===== src/rtl/wdg_pkg.sv =====
package wdg_pkg;

   localparam int unsigned SEL_W  = 5;
   localparam int unsigned DATA_W = 32;
   localparam int unsigned ADDR_W = 5;

   // control word bit positions
   localparam int unsigned C_RUN   = 0;
   localparam int unsigned C_STOP  = 1;
   localparam int unsigned C_WIN   = 2;
   localparam int unsigned C_TWO   = 4;
   localparam int unsigned C_PSEL  = 8;
   localparam int unsigned C_GATE  = 16;
   localparam int unsigned C_SRC   = 17;
   localparam int unsigned C_TBAN  = 18;

   // other bit positions
   localparam int unsigned K_GO    = 0;
   localparam int unsigned F_EXP   = 2;
   localparam int unsigned S_OPEN  = 0;
   localparam int unsigned S_DONE  = 1;

   typedef enum logic [2:0] {
      RI_CTL     = 3'd0,
      RI_KICK    = 3'd1,
      RI_STAT    = 3'd2,
      RI_MSET    = 3'd3,
      RI_MCLR    = 3'd4,
      RI_MASK    = 3'd5,
      RI_FLAG    = 3'd6,
      RI_FCLR    = 3'd7
   } reg_idx_e;

   typedef struct packed {
      logic             run;
      logic             stop;
      logic             win;
      logic             two;
      logic [SEL_W-1:0] psel;
      logic             gate;
      logic             src;
      logic [SEL_W-1:0] tban;
   } ctl_t;

endpackage


===== src/rtl/wdg_regs.sv =====
module wdg_regs
   import wdg_pkg::*;
(
   input  logic              clk,
   input  logic              rst_n,
   input  logic              bus_we,
   input  logic [ADDR_W-1:0] bus_addr,
   input  logic [DATA_W-1:0] bus_wdata,
   output logic [DATA_W-1:0] bus_rdata,
   input  logic              fatal,
   input  logic              flag,
   input  logic              win_open,
   input  logic              kick_busy,
   output ctl_t              ctl,
   output logic              gate_ack,
   output logic              kick_req,
   output logic              flag_clr,
   output logic              irq
);

   reg_idx_e idx;
   logic     mask;
   logic     unused_bits;

   assign idx      = reg_idx_e'(bus_addr[4:2]);
   assign kick_req = bus_we && (idx == RI_KICK) && bus_wdata[K_GO];
   assign flag_clr = bus_we && (idx == RI_FCLR) && bus_wdata[F_EXP];
   assign irq      = flag & mask;

   assign unused_bits = ^{bus_addr[1:0], bus_wdata[31:23], bus_wdata[15:13],
                          bus_wdata[7:5], bus_wdata[3]};

   always_ff @(posedge clk or negedge rst_n) begin
      if (!rst_n) begin
         ctl <= '0;
      end else begin
         if (bus_we && idx == RI_CTL) begin
            ctl.run  <= bus_wdata[C_RUN];
            ctl.stop <= bus_wdata[C_STOP];
            ctl.win  <= bus_wdata[C_WIN];
            ctl.two  <= bus_wdata[C_TWO];
            ctl.psel <= bus_wdata[C_PSEL +: SEL_W];
            ctl.gate <= bus_wdata[C_GATE];
            ctl.src  <= bus_wdata[C_SRC];
            ctl.tban <= bus_wdata[C_TBAN +: SEL_W];
         end
         if (fatal && ctl.stop) ctl.run <= 1'b0;
      end
   end

   always_ff @(posedge clk or negedge rst_n) begin
      if (!rst_n) begin
         gate_ack <= 1'b0;
         mask     <= 1'b0;
      end else begin
         gate_ack <= ctl.gate;
         if (bus_we && idx == RI_MSET && bus_wdata[F_EXP]) mask <= 1'b1;
         else if (bus_we && idx == RI_MCLR && bus_wdata[F_EXP]) mask <= 1'b0;
      end
   end

   always_comb begin
      bus_rdata = '0;
      unique case (idx)
         RI_CTL: begin
            bus_rdata[C_RUN]             = ctl.run;
            bus_rdata[C_STOP]            = ctl.stop;
            bus_rdata[C_WIN]             = ctl.win;
            bus_rdata[C_TWO]             = ctl.two;
            bus_rdata[C_PSEL +: SEL_W]   = ctl.psel;
            bus_rdata[C_GATE]            = gate_ack;
            bus_rdata[C_SRC]             = ctl.src;
            bus_rdata[C_TBAN +: SEL_W]   = ctl.tban;
         end
         RI_STAT: begin
            bus_rdata[S_OPEN] = win_open;
            bus_rdata[S_DONE] = ~kick_busy;
         end
         RI_MASK: bus_rdata[F_EXP] = mask;
         RI_FLAG: bus_rdata[F_EXP] = flag;
         default: bus_rdata = '0;
      endcase
   end


   stop_clears_run_chk: assert property (@(posedge clk) disable iff (!rst_n)
      (fatal && ctl.stop) |=> !ctl.run);

endmodule


===== src/rtl/wdg_kick_sync.sv =====
module wdg_kick_sync #(
   parameter int unsigned STAGES = 2
) (
   input  logic clk,
   input  logic rst_n,
   input  logic kick_req,
   input  logic cancel,
   output logic busy,
   output logic restart
);

   logic [STAGES-1:0] pipe;
   logic              load;

   assign load    = kick_req & ~busy & ~cancel;
   assign busy    = |pipe;
   assign restart = pipe[STAGES-1];

   if (STAGES < 1) begin : g_bad_stages
      $error("wdg_kick_sync: STAGES must be at least 1");
   end

   if (STAGES == 1) begin : g_one
      always_ff @(posedge clk or negedge rst_n) begin
         if (!rst_n) pipe <= '0;
         else        pipe <= load;
      end
   end else begin : g_chain
      always_ff @(posedge clk or negedge rst_n) begin
         if (!rst_n) pipe <= '0;
         else        pipe <= {pipe[STAGES-2:0], load};
      end
   end


   kick_busy_chk: assert property (@(posedge clk) disable iff (!rst_n)
      load |=> busy);

endmodule


===== src/rtl/wdg_core.sv =====
module wdg_core
   import wdg_pkg::*;
#(
   parameter int unsigned CNT_W = 32
) (
   input  logic             clk,
   input  logic             rst_n,
   input  logic             tick_a,
   input  logic             tick_b,
   input  logic             run,
   input  logic             win,
   input  logic             two,
   input  logic             src,
   input  logic [SEL_W-1:0] psel,
   input  logic [SEL_W-1:0] tban,
   input  logic             gate_ack,
   input  logic             kick_req,
   input  logic             kick_busy,
   input  logic             restart,
   input  logic             flag_clr,
   output logic             early,
   output logic             fatal,
   output logic             flag,
   output logic             win_open,
   output logic             rst_req
);

   localparam int unsigned LIM_W = CNT_W + 1;

   logic [CNT_W-1:0] cnt;
   logic [LIM_W-1:0] cnt_x;
   logic [LIM_W-1:0] lim;
   logic [LIM_W-1:0] ban;
   logic             tick;
   logic             adv;
   logic             at_end;

   assign tick     = src ? tick_b : tick_a;
   assign adv      = run & gate_ack & tick;
   assign cnt_x    = {1'b0, cnt};
   assign lim      = LIM_W'(1) << (int'(psel) + 1);
   assign ban      = LIM_W'(1) << (int'(tban) + 1);
   assign at_end   = adv && !restart && (cnt_x + LIM_W'(1) == lim);
   assign early    = kick_req && !kick_busy && run && win && (cnt_x < ban);
   assign fatal    = early | (at_end & (~two | flag));
   assign win_open = cnt_x >= ban;

   always_ff @(posedge clk or negedge rst_n) begin
      if (!rst_n)                                 cnt <= '0;
      else if (!run || fatal || restart || at_end) cnt <= '0;
      else if (adv)                               cnt <= cnt + CNT_W'(1);
   end

   always_ff @(posedge clk or negedge rst_n) begin
      if (!rst_n) begin
         flag    <= 1'b0;
         rst_req <= 1'b0;
      end else begin
         rst_req <= fatal;
         if (fatal)              flag <= 1'b0;
         else if (at_end && two) flag <= 1'b1;
         else if (flag_clr)      flag <= 1'b0;
      end
   end


   idle_hold_chk: assert property (@(posedge clk) disable iff (!rst_n)
      !run |=> (cnt == '0));


   timeout_req_chk: assert property (@(posedge clk) disable iff (!rst_n)
      (at_end && !two) |=> (rst_req && cnt == '0));


   early_kick_chk: assert property (@(posedge clk) disable iff (!rst_n)
      early |=> (rst_req && cnt == '0));


   first_expiry_chk: assert property (@(posedge clk) disable iff (!rst_n)
      (at_end && two && !flag && !early) |=> (flag && !rst_req));


   restart_zero_chk: assert property (@(posedge clk) disable iff (!rst_n)
      restart |=> (cnt == '0));

endmodule


===== src/rtl/wdg_windowed.sv =====
module wdg_windowed
   import wdg_pkg::*;
#(
   parameter int unsigned CNT_W       = 32,
   parameter int unsigned SYNC_STAGES = 2
) (
   input  logic              clk,
   input  logic              rst_n,
   input  logic              tick_a,
   input  logic              tick_b,
   input  logic              bus_we,
   input  logic [ADDR_W-1:0] bus_addr,
   input  logic [DATA_W-1:0] bus_wdata,
   output logic [DATA_W-1:0] bus_rdata,
   output logic              irq,
   output logic              rst_req
);

   if ((1 << SEL_W) > CNT_W) begin : g_bad_cnt
      $error("wdg_windowed: CNT_W too narrow for the largest prescale");
   end

   ctl_t ctl;
   logic gate_ack, kick_req, flag_clr, kick_busy, restart;
   logic early, fatal, flag, win_open;

   wdg_regs u_regs (
      .clk       (clk),
      .rst_n     (rst_n),
      .bus_we    (bus_we),
      .bus_addr  (bus_addr),
      .bus_wdata (bus_wdata),
      .bus_rdata (bus_rdata),
      .fatal     (fatal),
      .flag      (flag),
      .win_open  (win_open),
      .kick_busy (kick_busy),
      .ctl       (ctl),
      .gate_ack  (gate_ack),
      .kick_req  (kick_req),
      .flag_clr  (flag_clr),
      .irq       (irq)
   );

   wdg_kick_sync #(.STAGES(SYNC_STAGES)) u_sync (
      .clk      (clk),
      .rst_n    (rst_n),
      .kick_req (kick_req),
      .cancel   (early),
      .busy     (kick_busy),
      .restart  (restart)
   );

   wdg_core #(.CNT_W(CNT_W)) u_core (
      .clk       (clk),
      .rst_n     (rst_n),
      .tick_a    (tick_a),
      .tick_b    (tick_b),
      .run       (ctl.run),
      .win       (ctl.win),
      .two       (ctl.two),
      .src       (ctl.src),
      .psel      (ctl.psel),
      .tban      (ctl.tban),
      .gate_ack  (gate_ack),
      .kick_req  (kick_req),
      .kick_busy (kick_busy),
      .restart   (restart),
      .flag_clr  (flag_clr),
      .early     (early),
      .fatal     (fatal),
      .flag      (flag),
      .win_open  (win_open),
      .rst_req   (rst_req)
   );


   irq_needs_flag_chk: assert property (@(posedge clk) disable iff (!rst_n)
      irq |-> flag);

endmodule


===== config.mk =====
export PLATFORM = sky130hd
export DESIGN_NAME = wdg_windowed
export DESIGN_NICKNAME = d
export VERILOG_FILES = /design/src/rtl/wdg_pkg.sv /design/src/rtl/wdg_regs.sv /design/src/rtl/wdg_kick_sync.sv /design/src/rtl/wdg_core.sv /design/src/rtl/wdg_windowed.sv
export SDC_FILE = /design/constraint.sdc
export NUM_CORES = 1
export LEC_CHECK = 0
export CAP_MARGIN = 20
export CORE_ASPECT_RATIO = 0.8
export CORE_UTILIZATION = 67
export DETAILED_ROUTE_END_ITERATION = 16
export DONT_BUFFER_PORTS = 1
export HOLD_SLACK_MARGIN = 0.12
export PLACE_DENSITY_LB_ADDON = 0.25
export SLEW_MARGIN = 20
export SYNTH_ARGS = -nofsm -noshare
export SYNTH_HDL_FRONTEND = slang
export SYNTH_SLANG_ARGS = --single-unit

===== constraint.sdc =====
create_clock -name clk -period 8.6 [get_ports clk]
set_clock_uncertainty 0.1 [all_clocks]
set_input_delay 0 -clock clk [delete_from_list [all_inputs] [get_ports clk]]
set_output_delay 0 -clock clk [all_outputs]
set_load 0.01 [all_outputs]

==> flow_metrics.env, run 1 <==
export IMPL_track_usage=0.398
export IMPL_yosys_area_top_type="dfrtp_1"
export IMPL_ys_ff_latch=54
export IMPL_cts_resized=0
export IMPL_relSlewSlack=0.372
export IMPL_p_comb_frac=0.389
export IMPL_period_needed_ps=4780
export IMPL_chipWidth_um=105
export IMPL_leakagePower_nw=2.38
export IMPL_ys_seq_area_frac=0.237
export IMPL_dieArea_um2=8890
export IMPL_place_ws_ps=4140
export IMPL_startpoint="u_regs.ctl[4]"
export IMPL_syn_avg_cell_area_um2=8.27
export IMPL_drv_cap=0
export IMPL_final_hold_viol_count=0
export IMPL_port_buffers=0
export IMPL_fillCellCount=587
export IMPL_crit_slowest_cell="nand2_2"
export IMPL_cts_made_buffers=5
export IMPL_die_y_um=84.5
export IMPL_crit_fanout=32
export IMPL_dr_pass1_iters=5
export IMPL_syn_inst=690
export IMPL_outcome="completed"
export IMPL_slew_violations=0
export IMPL_final_common_cell="nand2_1"
export IMPL_rows=29
export IMPL_io_pins=76
export IMPL_ctsHtreeMaxLevel=2
export IMPL_arrival_ps=4850
export IMPL_worst_pin_slew_ps=932
export IMPL_finalCritPeriodShare=0.556
export IMPL_start_util=0.705
export IMPL_synthArstFlopShare=1.00
export IMPL_p_clk_frac=0.201
export IMPL_ir_worst_vdd_mv=0.136
export IMPL_diodes=0
export IMPL_syn2layout_area_growth_pct=4.28
export IMPL_max_stage_delay_ps=710
export IMPL_drc=0
export IMPL_worstReg2RegStart="u_regs.ctl[4]"
export IMPL_synth_warnings=0
export IMPL_hpwl_mm=12.3
export IMPL_wl_per_cell_um=21.7
export IMPL_cts_max_path_buffers=2
export IMPL_synthTopCellsByArea="dfrtp_1 (24%), ha_1 (7.7%), xnor2_1 (6.9%)"
export IMPL_power_switching_mw=0.336
export IMPL_ant_nets=0
export IMPL_routed_wl_mm=17.1
export IMPL_grt_pass1_vias=5135
export IMPL_max_freq_mhz=209
export IMPL_power_internal_mw=0.447
export IMPL_tns_ps=0
export IMPL_power_density_nw_per_um2=131
export IMPL_startpoint_type="register"
export IMPL_rsz0062_at_grt="false"
export IMPL_first_iter_violations=619
export IMPL_hold_start="bus_addr[3]"
export IMPL_antenna_found_initial=0
export IMPL_grt_start_max_net_pins=35
export IMPL_seq_power_share=0.409
export IMPL_layout_common_cells="nand2_1 (86), dfrtp_1 (54), nor2_1 (46), xnor2_1 (45), nor3_1 (43)"
export IMPL_cts_sinks=54
export IMPL_grt_pass1_wl_mm=27.4
export IMPL_final_layout_size_suffix_gt1_frac=0.0956
export IMPL_crit_type="reg2reg"
export IMPL_detail_route_vias_per_cell=6.96
export IMPL_cts_root_buf="clkbuf_8"
export IMPL_nets=756
export IMPL_synth_area_um2=5710
export IMPL_path_clk_slew_ps=120
export IMPL_synth_edf_count=0
export IMPL_cp_cell_sequence="nor3b_1, nand2_1, ha_1, a21o_1, a21o_1, a221oi_1, o21ai_0, a2111oi_0, o21ai_0, nand2_2, nor3_1"
export IMPL_synthFlopType="dfrtp_1"
export IMPL_endpoint_kind="register"
export IMPL_grt_ovfl_total=0
export IMPL_worst_skew_pair_late_latency_ps=330
export IMPL_finalSetupViolCount=0
export IMPL_cts_tree="done"
export IMPL_hold_class="in2out"
export IMPL_synth_top_area_share=0.237
export IMPL_setup_ws_ps=3820
export IMPL_synth_distinct_cells=79
export IMPL_place_gp_congestion=0.970
export IMPL_swShare=0.429
export IMPL_vias=5483
export IMPL_cp_required_ps=8670
export IMPL_core_um2=8090
[sequential cells by signal (all words and copies together) (netlist names)]
signal	cells
u_regs.mask	1
u_core.flag	1
u_core.cnt	32
u_regs.gate_ack	1
u_core.rst_req	1
u_sync.pipe	2
u_regs.ctl	16
[synthesized netlist by cell type, types with 13 or more instances]
cell and n:
nand4_1 22, nand3_1 21, ha_1 35, xor2_1 22, nor3_1 43, clkbuf_1 21, dfrtp_1 54, and3_1 13
nand2_1 87, mux2_2 16, nor2_1 46, o21ai_0 22, and2_1 21, buf_2 14, xnor2_1 45, buf_4 20
[critical path: cells and delay by family (launching register included)]
| family | cells | cell delay (ps) |
|---|---|---|
| flip-flops | 1 | 550 |
| AND/OR/NAND/NOR | 4 | 1480 |
| AO/OA/AOI/OAI | 6 | 2140 |
| adder cells (fa/ha/maj) | 1 | 320 |
[power by group through the flow]
stage / combinational (mW) / sequential, mW / clock [mW]
6_report: 0.305 / 0.320 / 0.158
5_1_grt: 0.324 / 0.324 / 0.168
4_1_cts: 0.291 / 0.316 / 0.159
3_5_place_dp: 0.272 / 0.321 / 0
3_3_place_gp: 0.263 / 0.319 / 0
2_1_floorplan: 0.247 / 0.290 / 0
[per-stage QoR]
step | power, mW | area, um2 | util | std cells | hold WS, ps
final | 0.782 | 5950 | 0.735 | 788 | 138
after global routing | 0.817 | 5950 | 0.735 | 788 | 148
after CTS | 0.766 | 5950 | 0.735 | 788 | 138
after detailed placement | 0.593 | 5550 | 0.685 | 752 | -394
after global placement | 0.583 | 5540 | 0.685 | 752 | -395
after floorplan | 0.537 | 5770 | - | 706 | -396
[kinds of logic after synthesis]
group                      after synthesis  synth area share
muxes                                   26            0.0491
xor gates and xnor gates                68             0.107
DFF                                     54             0.237
and+or+nand+nor                        340             0.343
buffers and inverters                   73            0.0715
adders and majority gates               35            0.0767
other                                    1          0.000657
AOI/OAI and AO/OA                       93             0.116
[what timing repair did]
action                                 CTS  global route
setup endpoints to repair                0             0
setup buffers                            0             0
hold buffers                            28             0
endpoints found under the hold margin   76             0
[worst paths after layout]
path / endpoint / cells after the start / slack (ps)
worst max-delay path: u_core.cnt[14] / 11 / 3820
worst min-delay path: bus_rdata[1] / 2 / 140
worst max register to register: u_core.cnt[14] / 11 / 3820
worst min register to register: u_sync.pipe[1] / 0 / 290
max in group asynchronous: u_core.cnt[5] / 4 / 7390
min in group asynchronous: u_regs.ctl[0] / 3 / 600
[layout make-up]
class | count | area, um2 | area share
Clock inverter | 3 | 28.8 | 0.00484
Clock buffer | 5 | 68.8 | 0.0116
Tap cell | 108 | 135 | 0.0227
Multi-Input combinational cell | 579 | 4010 | 0.674
Inverter | 9 | 33.8 | 0.00568
Sequential cell | 54 | 1350 | 0.227
Timing Repair Buffer | 30 | 323 | 0.0542
[per-layer routing]
layer | up-vias | global-route usage | routed length, um
li1 | 2430 | - | -
met1 | 2654 | 0.558 | 7290
met2 | 353 | 0.623 | 7610
met3 | 46 | 0.0994 | 1880
met4 | 0 | 0.0845 | 304
met5 | - | 0 | 0
No activity file was read; power rests on OpenSTA's default activity.
==> inputs of run 2 (changes only) <==
Settings changed: CORE_UTILIZATION 67 to 59.
Clock period 8.6 ns to 4 ns, I/O delays scaled along.
==> flow_metrics.env, run 2 (synthesized netlist as in run 1, its figures left out) <==
export IMPL_outcome="finished, violations left"
export IMPL_violations="DRC"
export IMPL_start_util=0.618
export IMPL_power_internal_mw=1.11
export IMPL_ant_nets=0
export IMPL_dp_cells=777
export IMPL_cts_tree="done"
export IMPL_instances_no_fill=811
export IMPL_dr_pass1_iters=11
export IMPL_worst_pin_slew_ps=888
export IMPL_largest_register_ffs=32
export IMPL_wl_per_cell_um=21.8
export IMPL_power_density_nw_per_um2=305
export IMPL_swShare=0.405
export IMPL_crit_fanout=8
export IMPL_p_comb_frac=0.400
export IMPL_top_register="u_core.cnt"
export IMPL_routed_wl_mm=17.7
export IMPL_detail_route_vias_per_cell=6.66
export IMPL_ir_worst_vdd_mv=0.199
export IMPL_grt_pass1_wl_mm=28.2
export IMPL_arrival_ps=3650
export IMPL_nets=772
export IMPL_finalSetupViolCount=0
export IMPL_finalCritPeriodShare=0.938
export IMPL_core_um2=9230
export IMPL_ctsHtreeMaxLevel=2
export IMPL_cts_made_buffers=5
export IMPL_grt_start_max_net_pins=55
export IMPL_io_pins=76
export IMPL_cts_setup_buffers=0
export IMPL_tns_ps=0
export IMPL_reg_top3="u_core.cnt x32, u_regs.ctl x16, u_sync.pipe x2"
export IMPL_report_power_total_mw=1.87
export IMPL_worst_skew_pair_late_latency_ps=300
export IMPL_cts_max_path_buffers=2
export IMPL_syn2layout_area_growth_pct=7.70
export IMPL_antenna_found_initial=1
export IMPL_final_common_cell="nand2_1"
export IMPL_drc=4
export IMPL_place_gp_congestion=0.994
export IMPL_hold_class="in2async"
export IMPL_final_hold_viol_count=0
export IMPL_layout_common_cells="nand2_1 (87), dfrtp_1 (54), nor2_1 (46), xnor2_1 (45), nor3_1 (43)"
export IMPL_p_clk_frac=0.252
export IMPL_cts_sinks=54
export IMPL_dieArea_um2=10100
export IMPL_cts_root_buf="clkbuf_16"
export IMPL_path_clk_slew_ps=80
export IMPL_grt_pass1_vias=5209
export IMPL_chipWidth_um=112
export IMPL_port_buffers=0
export IMPL_grt_ovfl_total=0
export IMPL_relSlewSlack=0.408
export IMPL_cp_required_ps=3900
export IMPL_final_layout_size_suffix_gt1_frac=0.118
export IMPL_period_needed_ps=3750
export IMPL_startpoint_type="register"
export IMPL_rsz0062_at_grt="false"
export IMPL_seq_power_share=0.348
export IMPL_leakagePower_nw=2.49
export IMPL_die_y_um=90.0
export IMPL_drv_cap=0
export IMPL_rows=31
export IMPL_slew_violations=0
export IMPL_crit_type="reg2out"
export IMPL_track_usage=0.359
export IMPL_power_switching_mw=0.758
export IMPL_endpoint_kind="output pin"
export IMPL_first_iter_violations=548
export IMPL_hpwl_mm=13.0
export IMPL_vias=5402
export IMPL_diodes=0
export IMPL_max_freq_mhz=267
run 2: cell types whose count changed in the layout (fill, tap and decap cells not counted), moves of 2 or more:
cell / delta
clkbuf_8: -5
clkinv_4: -2
clkbuf_16: +5
buf_4: +16
inv_6: +3
run 2: stage by stage:
stage / setup WS, ps / utilization / cell area (um2) / hold WS (ps)
2_1_floorplan: 571 / - / 5770 / -396
3_3_place_gp: 440 / 0.619 / 5710 / -395
3_5_place_dp: 332 / 0.619 / 5710 / -394
4_1_cts: 249 / 0.665 / 6140 / 156
5_1_grt: 39.2 / 0.666 / 6150 / 166
6_report: 248 / 0.666 / 6150 / 146
run 2: routing by layer:
| metal | GRT usage | part of all wire | wire, um |
|---|---|---|---|
| met1 | 0.493 | 0.42 | 7380 |
| met2 | 0.556 | 0.45 | 7920 |
| met3 | 0.104 | 0.11 | 1980 |
| met4 | 0.0878 | 0.024 | 425 |
| met5 | 0 | 0 | 0 |
run 2: path summary, 6_finish.rpt:
path / cells past startpoint / end / start / slack (ps)
max: 13 / bus_rdata[0] / u_regs.ctl[2] / 250
min: 2 / u_regs.ctl[3] / rst_n / 150
max reg2reg: 13 / u_core.cnt[30] / u_regs.ctl[2] / 260
min reg2reg: 0 / u_regs.gate_ack / u_regs.ctl[6] / 280
max in group asynchronous: 2 / u_core.rst_req / rst_n / 3420
min in group clk: 2 / bus_rdata[1] / bus_addr[3] / 200
run 2: layout make-up:
| cell class | instances | area (um2) |
|---|---|---|
| flip-flops and latches | 54 | 1350 |
| well taps | 115 | 144 |
| inverters | 9 | 33.8 |
| fillers | 763 | 3090 |
| clock inverters | 3 | 26.3 |
| repair buffers | 46 | 453 |
| multi-input cells | 579 | 4010 |
| clock buffers | 5 | 125 |
run 2: critical path, stage by stage, from the launching register on:
cell       delay [ps]
dfrtp_1           410
buf_4             180
nor3b_1           470
nand2_1           100
ha_1              310
a21o_1            190
a21o_1            200
a21oi_1           140
o21ai_0           180
a2111oi_0         590
nor2_1            100
a31oi_1           190
a2111oi_0         120
buf_4             160
run 2: power by group through the flow:
stage,sequential (mW),clock (mW),combinational [mW]
3_5_place_dp,0.658,0,0.682
6_report,0.652,0.471,0.749
5_1_grt,0.659,0.491,0.801
3_3_place_gp,0.654,0,0.665
2_1_floorplan,0.623,0,0.531
4_1_cts,0.647,0.476,0.721
run 2: what timing repair did:
item | CTS | global route
hold buffers | 26 | 0
setup endpoints to repair | 0 | 1
resized for setup | 0 | 1
hold endpoints to repair | 76 | 0
